File: config.mk
export PLATFORM = sky130hd
export DESIGN_NAME = pad_route_mux
export DESIGN_NICKNAME = d
export VERILOG_FILES = /design/src/rtl/pad_route_pkg.sv /design/src/rtl/pad_sel_regs.sv /design/src/rtl/pad_in_route.sv /design/src/rtl/pad_out_route.sv /design/src/rtl/pad_route_mux.sv
export SDC_FILE = /design/constraint.sdc
export NUM_CORES = 1
export LEC_CHECK = 0
export ABC_AREA = 1
export BUFFER_PORTS_ARGS = -buffer_cell sky130_fd_sc_hd__buf_2
export CORE_UTILIZATION = 35
export CTS_BUF_LIST = sky130_fd_sc_hd__clkbuf_8
export CTS_CLUSTER_SIZE = 10
export DETAILED_ROUTE_END_ITERATION = 10
export SYNTH_ARGS = -nofsm -noshare
export SYNTH_HDL_FRONTEND = slang
export SYNTH_SLANG_ARGS = --single-unit
File: constraint.sdc
create_clock -name clk_i -period 1.7 [get_ports clk_i]
set_input_delay 0.085 -clock clk_i [delete_from_list [all_inputs] [get_ports clk_i]]
set_output_delay 0.085 -clock clk_i [all_outputs]
set_load 0.03 [all_outputs]
File: src/rtl/pad_route_pkg.sv
package pad_route_pkg;
  // reserved low codes ahead of the real sources
  localparam int unsigned SEL_CONST0   = 0;
  localparam int unsigned SEL_CONST1   = 1;
  localparam int unsigned SEL_HIZ      = 2;
  localparam int unsigned IN_SRC_BASE  = 2;
  localparam int unsigned OUT_SRC_BASE = 3;

  function automatic int unsigned max_u(input int unsigned a, input int unsigned b);
    return (a > b) ? a : b;
  endfunction
endpackage

File: src/rtl/pad_sel_regs.sv
module pad_sel_regs #(
  parameter int unsigned ENTRIES = 8,
  parameter int unsigned WIDTH   = 4,
  parameter int unsigned IDX_W   = 3,
  parameter int unsigned DATA_W  = 4
) (
  input  logic                            clk_i,
  input  logic                            rst_ni,
  input  logic                            wr_en_i,
  input  logic [IDX_W-1:0]                wr_idx_i,
  input  logic [DATA_W-1:0]               wr_data_i,
  output logic [ENTRIES-1:0][WIDTH-1:0]   sel_o
);
  for (genvar e = 0; e < ENTRIES; e++) begin : g_ent
    logic hit;
    assign hit = wr_en_i && (wr_idx_i == IDX_W'(e));
    always_ff @(posedge clk_i or negedge rst_ni) begin
      if (!rst_ni)  sel_o[e] <= '0;
      else if (hit) sel_o[e] <= wr_data_i[WIDTH-1:0];
    end
  end
endmodule

File: src/rtl/pad_in_route.sv
module pad_in_route
  import pad_route_pkg::*;
#(
  parameter int unsigned NUM_PADS = 8,
  parameter int unsigned NUM_IN   = 6,
  parameter int unsigned SEL_W    = 4
) (
  input  logic [NUM_PADS-1:0]           pad_in_i,
  input  logic [NUM_IN-1:0][SEL_W-1:0]  sel_i,
  output logic [NUM_IN-1:0]             periph_in_o
);
  for (genvar i = 0; i < NUM_IN; i++) begin : g_in
    always_comb begin
      periph_in_o[i] = 1'b0;  // const-0 and out-of-range codes
      if (sel_i[i] == SEL_W'(SEL_CONST1)) periph_in_o[i] = 1'b1;
      for (int p = 0; p < int'(NUM_PADS); p++) begin
        if (sel_i[i] == SEL_W'(int'(IN_SRC_BASE) + p)) periph_in_o[i] = pad_in_i[p];
      end
    end
  end
endmodule

File: src/rtl/pad_out_route.sv
module pad_out_route
  import pad_route_pkg::*;
#(
  parameter int unsigned NUM_PADS = 8,
  parameter int unsigned NUM_OUT  = 6,
  parameter int unsigned SEL_W    = 4
) (
  input  logic [NUM_OUT-1:0]              periph_out_i,
  input  logic [NUM_OUT-1:0]              periph_oe_i,
  input  logic [NUM_PADS-1:0][SEL_W-1:0]  sel_i,
  output logic [NUM_PADS-1:0]             pad_out_o,
  output logic [NUM_PADS-1:0]             pad_oe_o
);
  for (genvar n = 0; n < NUM_PADS; n++) begin : g_pad
    always_comb begin
      pad_out_o[n] = 1'b0;  // hi-z and out-of-range codes
      pad_oe_o[n]  = 1'b0;
      if (sel_i[n] == SEL_W'(SEL_CONST0)) begin
        pad_oe_o[n] = 1'b1;
      end
      if (sel_i[n] == SEL_W'(SEL_CONST1)) begin
        pad_out_o[n] = 1'b1;
        pad_oe_o[n]  = 1'b1;
      end
      for (int s = 0; s < int'(NUM_OUT); s++) begin
        if (sel_i[n] == SEL_W'(int'(OUT_SRC_BASE) + s)) begin
          pad_out_o[n] = periph_out_i[s];
          pad_oe_o[n]  = periph_oe_i[s];
        end
      end
    end
  end
endmodule

File: src/rtl/pad_route_mux.sv
module pad_route_mux
  import pad_route_pkg::*;
#(
  parameter int unsigned NUM_PADS       = 8,
  parameter int unsigned NUM_PERIPH_IN  = 6,
  parameter int unsigned NUM_PERIPH_OUT = 6,
  localparam int unsigned IN_SEL_W  = $clog2(IN_SRC_BASE + NUM_PADS),
  localparam int unsigned OUT_SEL_W = $clog2(OUT_SRC_BASE + NUM_PERIPH_OUT),
  localparam int unsigned WR_DATA_W = max_u(IN_SEL_W, OUT_SEL_W),
  localparam int unsigned WR_IDX_W  = max_u(1, $clog2(max_u(NUM_PADS, NUM_PERIPH_IN)))
) (
  input  logic                      clk_i,
  input  logic                      rst_ni,
  input  logic                      wr_en_i,
  input  logic                      wr_bank_i,
  input  logic [WR_IDX_W-1:0]       wr_idx_i,
  input  logic [WR_DATA_W-1:0]      wr_data_i,
  input  logic [NUM_PADS-1:0]       pad_in_i,
  input  logic [NUM_PERIPH_OUT-1:0] periph_out_i,
  input  logic [NUM_PERIPH_OUT-1:0] periph_oe_i,
  output logic [NUM_PERIPH_IN-1:0]  periph_in_o,
  output logic [NUM_PADS-1:0]       pad_out_o,
  output logic [NUM_PADS-1:0]       pad_oe_o
);
  logic [NUM_PERIPH_IN-1:0][IN_SEL_W-1:0] in_sel;
  logic [NUM_PADS-1:0][OUT_SEL_W-1:0]     out_sel;
  logic wr_in, wr_out;

  assign wr_in  = wr_en_i && !wr_bank_i;
  assign wr_out = wr_en_i &&  wr_bank_i;

  pad_sel_regs #(
    .ENTRIES(NUM_PERIPH_IN), .WIDTH(IN_SEL_W), .IDX_W(WR_IDX_W), .DATA_W(WR_DATA_W)
  ) u_in_regs (
    .clk_i, .rst_ni, .wr_en_i(wr_in), .wr_idx_i, .wr_data_i, .sel_o(in_sel)
  );

  pad_sel_regs #(
    .ENTRIES(NUM_PADS), .WIDTH(OUT_SEL_W), .IDX_W(WR_IDX_W), .DATA_W(WR_DATA_W)
  ) u_out_regs (
    .clk_i, .rst_ni, .wr_en_i(wr_out), .wr_idx_i, .wr_data_i, .sel_o(out_sel)
  );

  pad_in_route #(
    .NUM_PADS(NUM_PADS), .NUM_IN(NUM_PERIPH_IN), .SEL_W(IN_SEL_W)
  ) u_in_route (
    .pad_in_i, .sel_i(in_sel), .periph_in_o
  );

  pad_out_route #(
    .NUM_PADS(NUM_PADS), .NUM_OUT(NUM_PERIPH_OUT), .SEL_W(OUT_SEL_W)
  ) u_out_route (
    .periph_out_i, .periph_oe_i, .sel_i(out_sel), .pad_out_o, .pad_oe_o
  );

  // ---------------- assertions ----------------
  for (genvar i = 0; i < NUM_PERIPH_IN; i++) begin : g_ast_in
    AST_IN_CONST0: assert property (@(posedge clk_i) disable iff (!rst_ni)
      in_sel[i] == '0 |-> periph_in_o[i] == 1'b0);
    AST_IN_CONST1: assert property (@(posedge clk_i) disable iff (!rst_ni)
      in_sel[i] == IN_SEL_W'(1) |-> periph_in_o[i] == 1'b1);
    for (genvar p = 0; p < NUM_PADS; p++) begin : g_p
      AST_IN_PAD: assert property (@(posedge clk_i) disable iff (!rst_ni)
        int'(in_sel[i]) == 2 + p |-> periph_in_o[i] == pad_in_i[p]);
    end
    AST_IN_OOB: assert property (@(posedge clk_i) disable iff (!rst_ni)
      int'(in_sel[i]) >= 2 + int'(NUM_PADS) |-> periph_in_o[i] == 1'b0);
    AST_IN_WR: assert property (@(posedge clk_i) disable iff (!rst_ni)
      wr_en_i && !wr_bank_i && int'(wr_idx_i) == i
      |=> in_sel[i] == $past(wr_data_i[IN_SEL_W-1:0]));
    AST_IN_KEEP: assert property (@(posedge clk_i) disable iff (!rst_ni)
      !(wr_en_i && !wr_bank_i && int'(wr_idx_i) == i) |=> $stable(in_sel[i]));
  end

  for (genvar n = 0; n < NUM_PADS; n++) begin : g_ast_pad
    AST_OUT_CONST: assert property (@(posedge clk_i) disable iff (!rst_ni)
      int'(out_sel[n]) <= 1 |-> pad_oe_o[n] && pad_out_o[n] == out_sel[n][0]);
    AST_OUT_HIZ: assert property (@(posedge clk_i) disable iff (!rst_ni)
      int'(out_sel[n]) == 2 |-> !pad_oe_o[n] && !pad_out_o[n]);
    for (genvar s = 0; s < NUM_PERIPH_OUT; s++) begin : g_s
      AST_OUT_PERIPH: assert property (@(posedge clk_i) disable iff (!rst_ni)
        int'(out_sel[n]) == 3 + s
        |-> pad_out_o[n] == periph_out_i[s] && pad_oe_o[n] == periph_oe_i[s]);
    end
    AST_OUT_OOB: assert property (@(posedge clk_i) disable iff (!rst_ni)
      int'(out_sel[n]) >= 3 + int'(NUM_PERIPH_OUT) |-> !pad_oe_o[n] && !pad_out_o[n]);
    AST_OUT_KEEP: assert property (@(posedge clk_i) disable iff (!rst_ni)
      !(wr_en_i && wr_bank_i && int'(wr_idx_i) == n) |=> $stable(out_sel[n]));
  end
endmodule

# == Word level (Yosys, flattened, before mapping) ==
# Index checks and enable logic that the tools add are counted.
# op_classes
n_eq_ne,117
reduce_logical,26
n_mux,174
# ops
op,count
4-bit by 3-bit equality test with 1-bit output (second input constant),56
1-bit two-way mux,174
4-bit by 2-bit equality test with 1-bit output (second input constant),20
4-bit equality test (second input constant),20
4-bit by 1-bit equality test with 1-bit output (second input constant),14
4-bit zero test,8
1-bit logical AND,16
3-bit equality test (second input constant),4
3-bit by 2-bit equality test with 1-bit output (second input constant),2
3-bit by 1-bit equality test with 1-bit output (second input constant),1
3-bit zero test,1
1-bit zero test,1
# totals
out_inout_bits,22
word_cells,331
reg_bits,56

# == Longest topological paths before layout ==
# Gate-level depths: netlist of the first run.
# logic_depth
word_depth,10
mapped_depth,8
mapped_depth_nobuf,8

# == By module ==
# Synthesis of the first run repeated with hierarchy kept, for this count alone.
# unflattened
hier_cells,706
hier_area_um2,4186.5
# by_module_without_submodules
mod,area_each_um2,n_inst,cells_per_inst,seq_area_each_um2
pad_sel_regs (u_out_regs),1327.5,1,160,800.8
pad_out_route,1291.2,1,293,0.0
pad_sel_regs (u_in_regs),1009.7,1,117,600.6
pad_in_route,540.5,1,132,0.0
pad_route_mux,17.5,1,4,0.0

# == Worst setup path before layout of the first run ==
# Ideal clock, no wire load.
# synth_path
kind,register to output
start,register u_in_regs.sel_o[20] in the netlist's numbering
end,output port periph_in_o[5]
arrival_ps,1140
slack_ps,475
stages_incl_launch_ff,8
cell_sequence,dfrtp_1 -> inv_1 -> nand2_1 -> nand3_1 -> nand2_1 -> nand2_1 -> o21ai_0 -> nor2_1
# synth_between
elab_chain_cells,10
# synth_lines
item,line_no,rtl
from (decl),pad_sel_regs.sv:12,output logic [ENTRIES-1:0][WIDTH-1:0] sel_o
"from (signal, indexed assignment)",pad_sel_regs.sv:19,else if (hit) sel_o[e] <= wr_data_i[WIDTH-1:0];
4-bit by 1-bit equality test with 1-bit output,pad_in_route.sv:15,if (sel_i[i] == SEL_W'(SEL_CONST1)) periph_in_o[i] = 1'b1;
1-bit two-way mux,pad_in_route.sv:15,
1-bit two-way mux (7 in a row),pad_in_route.sv:17,if (sel_i[i] == SEL_W'(int'(IN_SRC_BASE) + p)) periph_in_o[i] = pad_in_i[p];
1-bit two-way mux *,pad_in_route.sv:17,
to (decl),pad_route_mux.sv:21,"output logic [NUM_PERIPH_IN-1:0] periph_in_o,"
# Mark *: on every way between the ends. The rest lies on a longest branch, timed or not.

# == Worst setup path in the final report of the first run ==
# layout_path
start,register u_out_regs.sel_o[6] in the netlist's numbering
end,output port pad_oe_o[1]
# layout_between
elab_chain_cells,9
# layout_lines
item,line_no,rtl
from (decl),pad_sel_regs.sv:12,
"from (signal, indexed assignment)",pad_sel_regs.sv:19,
4-bit zero test,pad_out_route.sv:18,if (sel_i[n] == SEL_W'(SEL_CONST0)) begin
1-bit two-way mux,pad_out_route.sv:18,
1-bit two-way mux,pad_out_route.sv:21,if (sel_i[n] == SEL_W'(SEL_CONST1)) begin
1-bit two-way mux (5 in a row),pad_out_route.sv:26,if (sel_i[n] == SEL_W'(int'(OUT_SRC_BASE) + s)) begin
1-bit two-way mux *,pad_out_route.sv:26,
to (decl),pad_route_mux.sv:23,output logic [NUM_PADS-1:0] pad_oe_o
# Marks and branches as above.

==> results.json, run 1 <==
{
  "clock_sinks": 56,
  "finalCritPeriodShare_pct": 93.2,
  "io_pins": 53,
  "syn_inst": 578,
  "synth_edf_count": 0,
  "syn_avg_cell_area_um2": 6.35,
  "dr_wl_met2_um": 5140,
  "viasPerCell": 5.15,
  "ff_latch_area_um2": 1410,
  "firstDrtPassIters": 5,
  "portBuffers": 52,
  "async_reset_ff_share_pct": 100,
  "cts_tree": "yes",
  "crit_path_top_delay_cell": "dfrtp_2",
  "gp_congestion": 0.896,
  "synth_area_um2": 3670,
  "fin_crit_ns": 1.59,
  "path_buf_inv": 2,
  "timing.fmax_mhz": 631,
  "multiInputGateArea_um2": 2000,
  "holdCritPathClass": "in -> reg",
  "dr_wl_met3_um": 814,
  "fin_total_pwr_mw": 4.77,
  "area_growth_syn_to_layout_pct": 16.2,
  "relSlewSlack_pct": 58.5,
  "critPathKind": "reg -> out",
  "layout-drive-gt1-share_pct": 13.0,
  "cp_data_required_time_ns": 1.62,
  "antenna_left": 0,
  "skew_ns": 0,
  "leakage_nw": 2.16,
  "crit_top_cell": "nand2_1",
  "drc": 0,
  "synth_seq_cells": 56,
  "maxSlewViolCount": 0,
  "cp_max_fo": 7,
  "grt_usage_pct": 21.0,
  "grt_overflow_total": 0,
  "setup_viol": 0,
  "worst_pin_slew_ns": 0.621,
  "yosys_warnings": 0,
  "post_synth_num_cell_types": 19,
  "h-tree-depth": 2,
  "grt_max_degree": 23,
  "highest_layer": "met4",
  "num_rows": 37,
  "clk_pin_slew_ns": 0.11,
  "power_density_nw_per_um2": 1120,
  "wl_met1_um": 5030,
  "hold_viol": 0,
  "place_hpwl_um": 7850,
  "cts_root_buf": "clkbuf_8",
  "drt-total-wl_um": 11200,
  "drt-initial-drc-count": 265,
  "peakVddDrop_mv": 0.513,
  "vias": 3936,
  "dieHeight_um": 104,
  "diodes": 0,
  "synth_ff_type": "dfrtp_1",
  "timing.hold.ws_ns": 0.00315,
  "setup.worst_path.start_class": "flip-flop",
  "path_cells": "inv_1, o21ai_0, nand3_1, nand2_1, nand2_1, nand2_1, buf_2",
  "cpPeakStageDelay_ns": 0.45,
  "start_util_pct": 35.9,
  "clk_path_buf_depth": 2,
  "clk_latency_ns": 0.31,
  "grt_pass1_vias": 3661,
  "n_fill_cell": 1079,
  "critPathTopFamily": "flip-flops",
  "max_cap_viol_count": 0,
  "wl_per_cell_um": 14.7,
  "die_w_um": 104,
  "cts_made_buffers": 5,
  "final_nets": 659,
  "design.core.area_um2": 10200,
  "worstPathArrival_ns": 1.50,
  "worst_setup_path_end_kind": "primary output",
  "status": "completed",
  "synth-seq-area-share_pct": 38.2,
  "grt_pass1_wl_um": 18200,
  "dieArea_um2": 10900,
  "syn_nets": 609,
  "antenna_found_initial": 1
}
-- metrics by stage --
stage	TNS (ns)	worst slack, ns	cells	utilization, %	area [um2]
finish	0	0.115	765	41.7	4260
global route	-0.0341	-0.0305	765	41.7	4260
CTS	0	0.0266	764	41.0	4190
detailed placement	0	0.396	752	39.6	4060
global placement	0	0.403	752	39.6	4060
floorplan	0	0.475	578	-	3670
-- cells in the final DEF (no fill, tap or decap), types with 6 or more instances in the layout --
cell type | synthesis | final
a21oi_1 | 17 | 17
buf_2 | 2 | 50
dfrtp_1 | 56 | 50
dfrtp_2 | 0 | 6
inv_1 | 67 | 66
nand2_1 | 238 | 238
nand3_1 | 61 | 61
nand4_1 | 10 | 10
nor2_1 | 11 | 11
o21ai_0 | 71 | 70
o21bai_1 | 11 | 11
-- where the power goes --
part	switching [mW]	total, mW	internal [mW]
registers	0.371	1.98	1.61
logic	1.32	2.00	0.687
clock network	0.483	0.788	0.304
total	2.17	4.77	2.60
-- registers in the layout (all words and copies together) (netlist names) --
register          cells
u_out_regs.sel_o     32
u_in_regs.sel_o      24
-- area by class of cell --
type	count	share of cell area [%]
clock buffers	5	1.61
clock inverters	3	0.646
inverters	68	5.99
multi-input cells	437	46.9
flip-flops and latches	56	33.0
well taps	136	3.99
repair buffers	60	7.86
-- per-layer routing --
| layer | up-vias | track usage [%] |
|---|---|---|
| met4 | 0 | 7.24 |
| met3 | 22 | 3.26 |
| li1 | 1962 | - |
| met2 | 165 | 34.7 |
| met1 | 1787 | 27.8 |
| met5 | - | 0 |
-- logic make-up after synthesis --
family / Yosys count / share of synthesized area [%]
buffers and inverters: 85 / 8.76
AOI/OAI and AO/OA: 104 / 15.3
DFF: 56 / 38.2
and+or+nand+nor: 333 / 37.8
-- Yosys cell counts (3+ instances only) --
master	n	share of area (%)
nand2_1	238	24
o21ai_0	71	9.7
inv_1	67	6.9
nand3_1	61	8.3
dfrtp_1	56	38
a21oi_1	17	2.3
clkbuf_1	13	1.3
nor2_1	11	1.1
o21bai_1	11	2.3
nand4_1	10	1.7
nor4_1	7	1.2
o211ai_1	5	1.0
nor3_1	3	0.41
-- path summary, 6_finish.rpt --
path	slack [ns]	startpoint	cells past startpoint	endpoint
max	0.11	u_out_regs.sel_o[6]$_DFFE_PN0P_	7	pad_oe_o[1]
min	0.003	wr_data_i[0]	3	u_in_regs.sel_o[20]$_DFFE_PN0P_
max reg2reg	0.83	u_out_regs.sel_o[14]$_DFFE_PN0P_	3	u_out_regs.sel_o[14]$_DFFE_PN0P_
min reg2reg	0.50	u_in_regs.sel_o[5]$_DFFE_PN0P_	2	u_in_regs.sel_o[5]$_DFFE_PN0P_
max in group asynchronous	0.81	rst_ni	3	u_out_regs.sel_o[28]$_DFFE_PN0P_
min in group asynchronous	0.26	rst_ni	2	u_in_regs.sel_o[15]$_DFFE_PN0P_
-- worst min-delay path, stage by stage --
cell and delay (ns):
buf_2 0.09, nand2_1 0.05, o21ai_0 0.06
-- timing repair --
| item | 4_1_cts | 5_1_grt |
|---|---|---|
| setup buffers | 0 | 1 |
| gates resized for setup | 0 | 18 |
| hold buffers | 4 | 0 |
| setup endpoints to repair | 0 | 12 |
| hold endpoints to repair | 22 | 0 |
No activity file was read; power rests on OpenSTA's default activity.
==> run 2: changes to the inputs <==
--- a/config.mk
+++ b/config.mk
@@ -11,6 +11,7 @@
 export CTS_BUF_LIST = sky130_fd_sc_hd__clkbuf_8
 export CTS_CLUSTER_SIZE = 10
 export DETAILED_ROUTE_END_ITERATION = 10
+export SLEW_MARGIN = 10
 export SYNTH_ARGS = -nofsm -noshare
 export SYNTH_HDL_FRONTEND = slang
 export SYNTH_SLANG_ARGS = --single-unit
==> constraint.sdc (replaced) <==
create_clock -name clk_i -period 1.7 [get_ports clk_i]
set_input_delay 0.34 -clock clk_i [delete_from_list [all_inputs] [get_ports clk_i]]
set_output_delay 0.34 -clock clk_i [all_outputs]
set_load 0.03 [all_outputs]
==> run 2 against run 1 <==
  * Power grew 13%
  * Combinational power increased by 29%
  * Flip-flop and latch count unchanged
  * Die area unchanged
  * Sequential power up 5%
  * Clock skew is the same
  * The run now ends with setup timing left
  * Critical path depth fell by 1
  * Register-to-register slack worse by 0.15 ns
  * Via count increased by 4.1%
==> results.json, run 2 (synthesis gave the netlist of run 1 again) <==
{
  "seq_power_share_pct": 38.3,
  "antenna_found_initial": 1,
  "antenna_left": 0,
  "start_util_pct": 35.9,
  "cts_tree": "yes",
  "h-tree-depth": 2,
  "clk_latency_ns": 0.30,
  "placed_area_um2": 4080,
  "critPathKind": "reg -> out",
  "fin_setup_tns_ns": -0.444,
  "leakage_nw": 2.33,
  "critPathTopFamily": "flip-flops",
  "timing.hold.ws_ns": 0.258,
  "clock_sinks": 56,
  "clkPwrFrac_pct": 13.9,
  "drc": 0,
  "final_cell_mix": "232 x nand2_1, 57 x o21ai_0, 53 x nand3_1",
  "grt_setup_unrepaired": "yes",
  "fin_crit_ns": 1.77,
  "path_cells": "nand3_2, o21ai_1, o21bai_1, nand2_1, nand2_1, buf_6",
  "holdCritPathClass": "in -> reg",
  "area_growth_syn_to_layout_pct": 29.8,
  "setup.worst_path.start_class": "flip-flop",
  "portBuffers": 52,
  "peakVddDrop_mv": 0.546,
  "cts_made_buffers": 5,
  "worst_slack_ns": -0.0700,
  "top_regs": "u_out_regs.sel_o: 32 flops, u_in_regs.sel_o: 24 flops",
  "power_density_nw_per_um2": 1140,
  "grt_overflow_total": 0,
  "grt_usage_pct": 21.1,
  "worstPathArrival_ns": 1.43,
  "crit_path_top_delay_cell": "dfrtp_2",
  "viasPerCell": 5.16,
  "dieHeight_um": 104,
  "max_cap_viol_count": 0,
  "place_hpwl_um": 7600,
  "p_sw_mw": 2.33,
  "drt-total-wl_um": 11300,
  "final_core_util_pct": 46.5,
  "path_buf_inv": 1,
  "worst_setup_path_end_kind": "primary output",
  "worst_pin_slew_ns": 0.468,
  "crit_top_cell": "nand2_1",
  "cts_root_buf": "clkbuf_8",
  "fin_total_pwr_mw": 5.41,
  "num_rows": 37,
  "final_nets": 688,
  "regMostFlops": "u_out_regs.sel_o",
  "io_pins": 53,
  "relSlewSlack_pct": 68.8,
  "maxSlewViolCount": 0,
  "cp_max_fo": 8,
  "final_cell_area_um2": 4760,
  "vias": 4097,
  "clk_pin_slew_ns": 0.10,
  "die_w_um": 104,
  "largest_reg_flops": 32,
  "combPwrFrac_pct": 47.8,
  "layout_commonest_cell": "nand2_1",
  "grt_pass1_vias": 3742,
  "status": "finished, violations left",
  "p_sw_share_pct": 43.1,
  "finalCritPeriodShare_pct": 104,
  "n_fill_cell": 1056,
  "failed_checks": "setup timing",
  "layout-drive-gt1-share_pct": 28.0,
  "diodes": 0,
  "design.core.area_um2": 10200,
  "dieArea_um2": 10900,
  "wl_per_cell_um": 14.3,
  "skew_ns": 0,
  "timing.fmax_mhz": 565,
  "grt_max_degree": 43,
  "gp_congestion": 0.854,
  "intPower_mw": 3.08,
  "setup_viol": 18,
  "drt-initial-drc-count": 228,
  "cpPeakStageDelay_ns": 0.49,
  "hold_viol": 0,
  "grt_pass1_wl_um": 18600,
  "clk_path_buf_depth": 2,
  "firstDrtPassIters": 7,
  "cp_data_required_time_ns": 1.36
}
## run 2: changes by cell type in the layout (fill, tap and decap cells not counted), sizes merged
cell,before,now
dlygate4sd3,4,1
clkbuf,7,6
buf,54,88
clkinv,1,0
## run 2: final cells by class
class | count | area (um2) | area share, %
multi-input cells | 437 | 2120 | 44.6
flip-flops and latches | 56 | 1430 | 30.1
repair buffers | 89 | 687 | 14.4
inverters | 68 | 255 | 5.36
well taps | 136 | 170 | 3.57
clock buffers | 6 | 82.6 | 1.73
clock inverters | 2 | 11.3 | 0.236
## run 2: timing repair
item | 4_1_cts | 5_1_grt
hold buffers | 1 | 0
cloned | 0 | 0
resized for setup | 120 | 28
endpoints found under the hold margin | 14 | 0
setup buffers | 19 | 13
pin swaps | 36 | 28
endpoints found under the setup margin | 22 | 22
## run 2: worst paths after layout
check                                              endpoint  cells after the start  slack (ns)                              from
max                                             pad_oe_o[0]                      6       -0.07   u_out_regs.sel_o[2]$_DFFE_PN0P_
min                         u_in_regs.sel_o[20]$_DFFE_PN0P_                      3        0.26                      wr_data_i[0]
max reg2reg                u_out_regs.sel_o[18]$_DFFE_PN0P_                      4        0.68  u_out_regs.sel_o[18]$_DFFE_PN0P_
min reg2reg                  u_in_regs.sel_o[9]$_DFFE_PN0P_                      2        0.50    u_in_regs.sel_o[9]$_DFFE_PN0P_
max in group asynchronous   u_out_regs.sel_o[6]$_DFFE_PN0P_                      3        0.67                            rst_ni
min in group asynchronous   u_in_regs.sel_o[20]$_DFFE_PN0P_                      2        0.47                            rst_ni
## run 2: worst register-to-register path, stage by stage, from the launching register on
cell and delay [ns]:
dfrtp_2 0.48, buf_4 0.16, buf_4 0.12, nand2_1 0.05, o21ai_0 0.08
## run 2: power groups by stage
| stage | combinational, mW | sequential (mW) | clock, mW |
|---|---|---|---|
| finish | 2.58 | 2.07 | 0.750 |
| global route | 2.85 | 2.12 | 0.830 |
| CTS | 2.44 | 2.03 | 0.782 |
| detailed placement | 1.95 | 1.97 | 0 |
| global placement | 1.90 | 1.96 | 0 |
| floorplan | 1.52 | 1.84 | 0 |
## run 2: layer usage
metal  track usage (%)  part of all wire, %  vias to the layer above
li1                  -                    -                     2029
met1              28.4                   44                     1888
met3              2.44                  7.0                       26
met2              34.9                   47                      154
met5                 0                    0                        -
met4              7.65                  2.1                        0
## run 2: metrics by stage
stage | instances | setup slack (ns)
2_1_floorplan | 578 | 0.220
3_3_place_gp | 753 | 0.162
3_5_place_dp | 753 | 0.137
4_1_cts | 781 | -0.0495
5_1_grt | 794 | -0.158
6_report | 794 | -0.0700
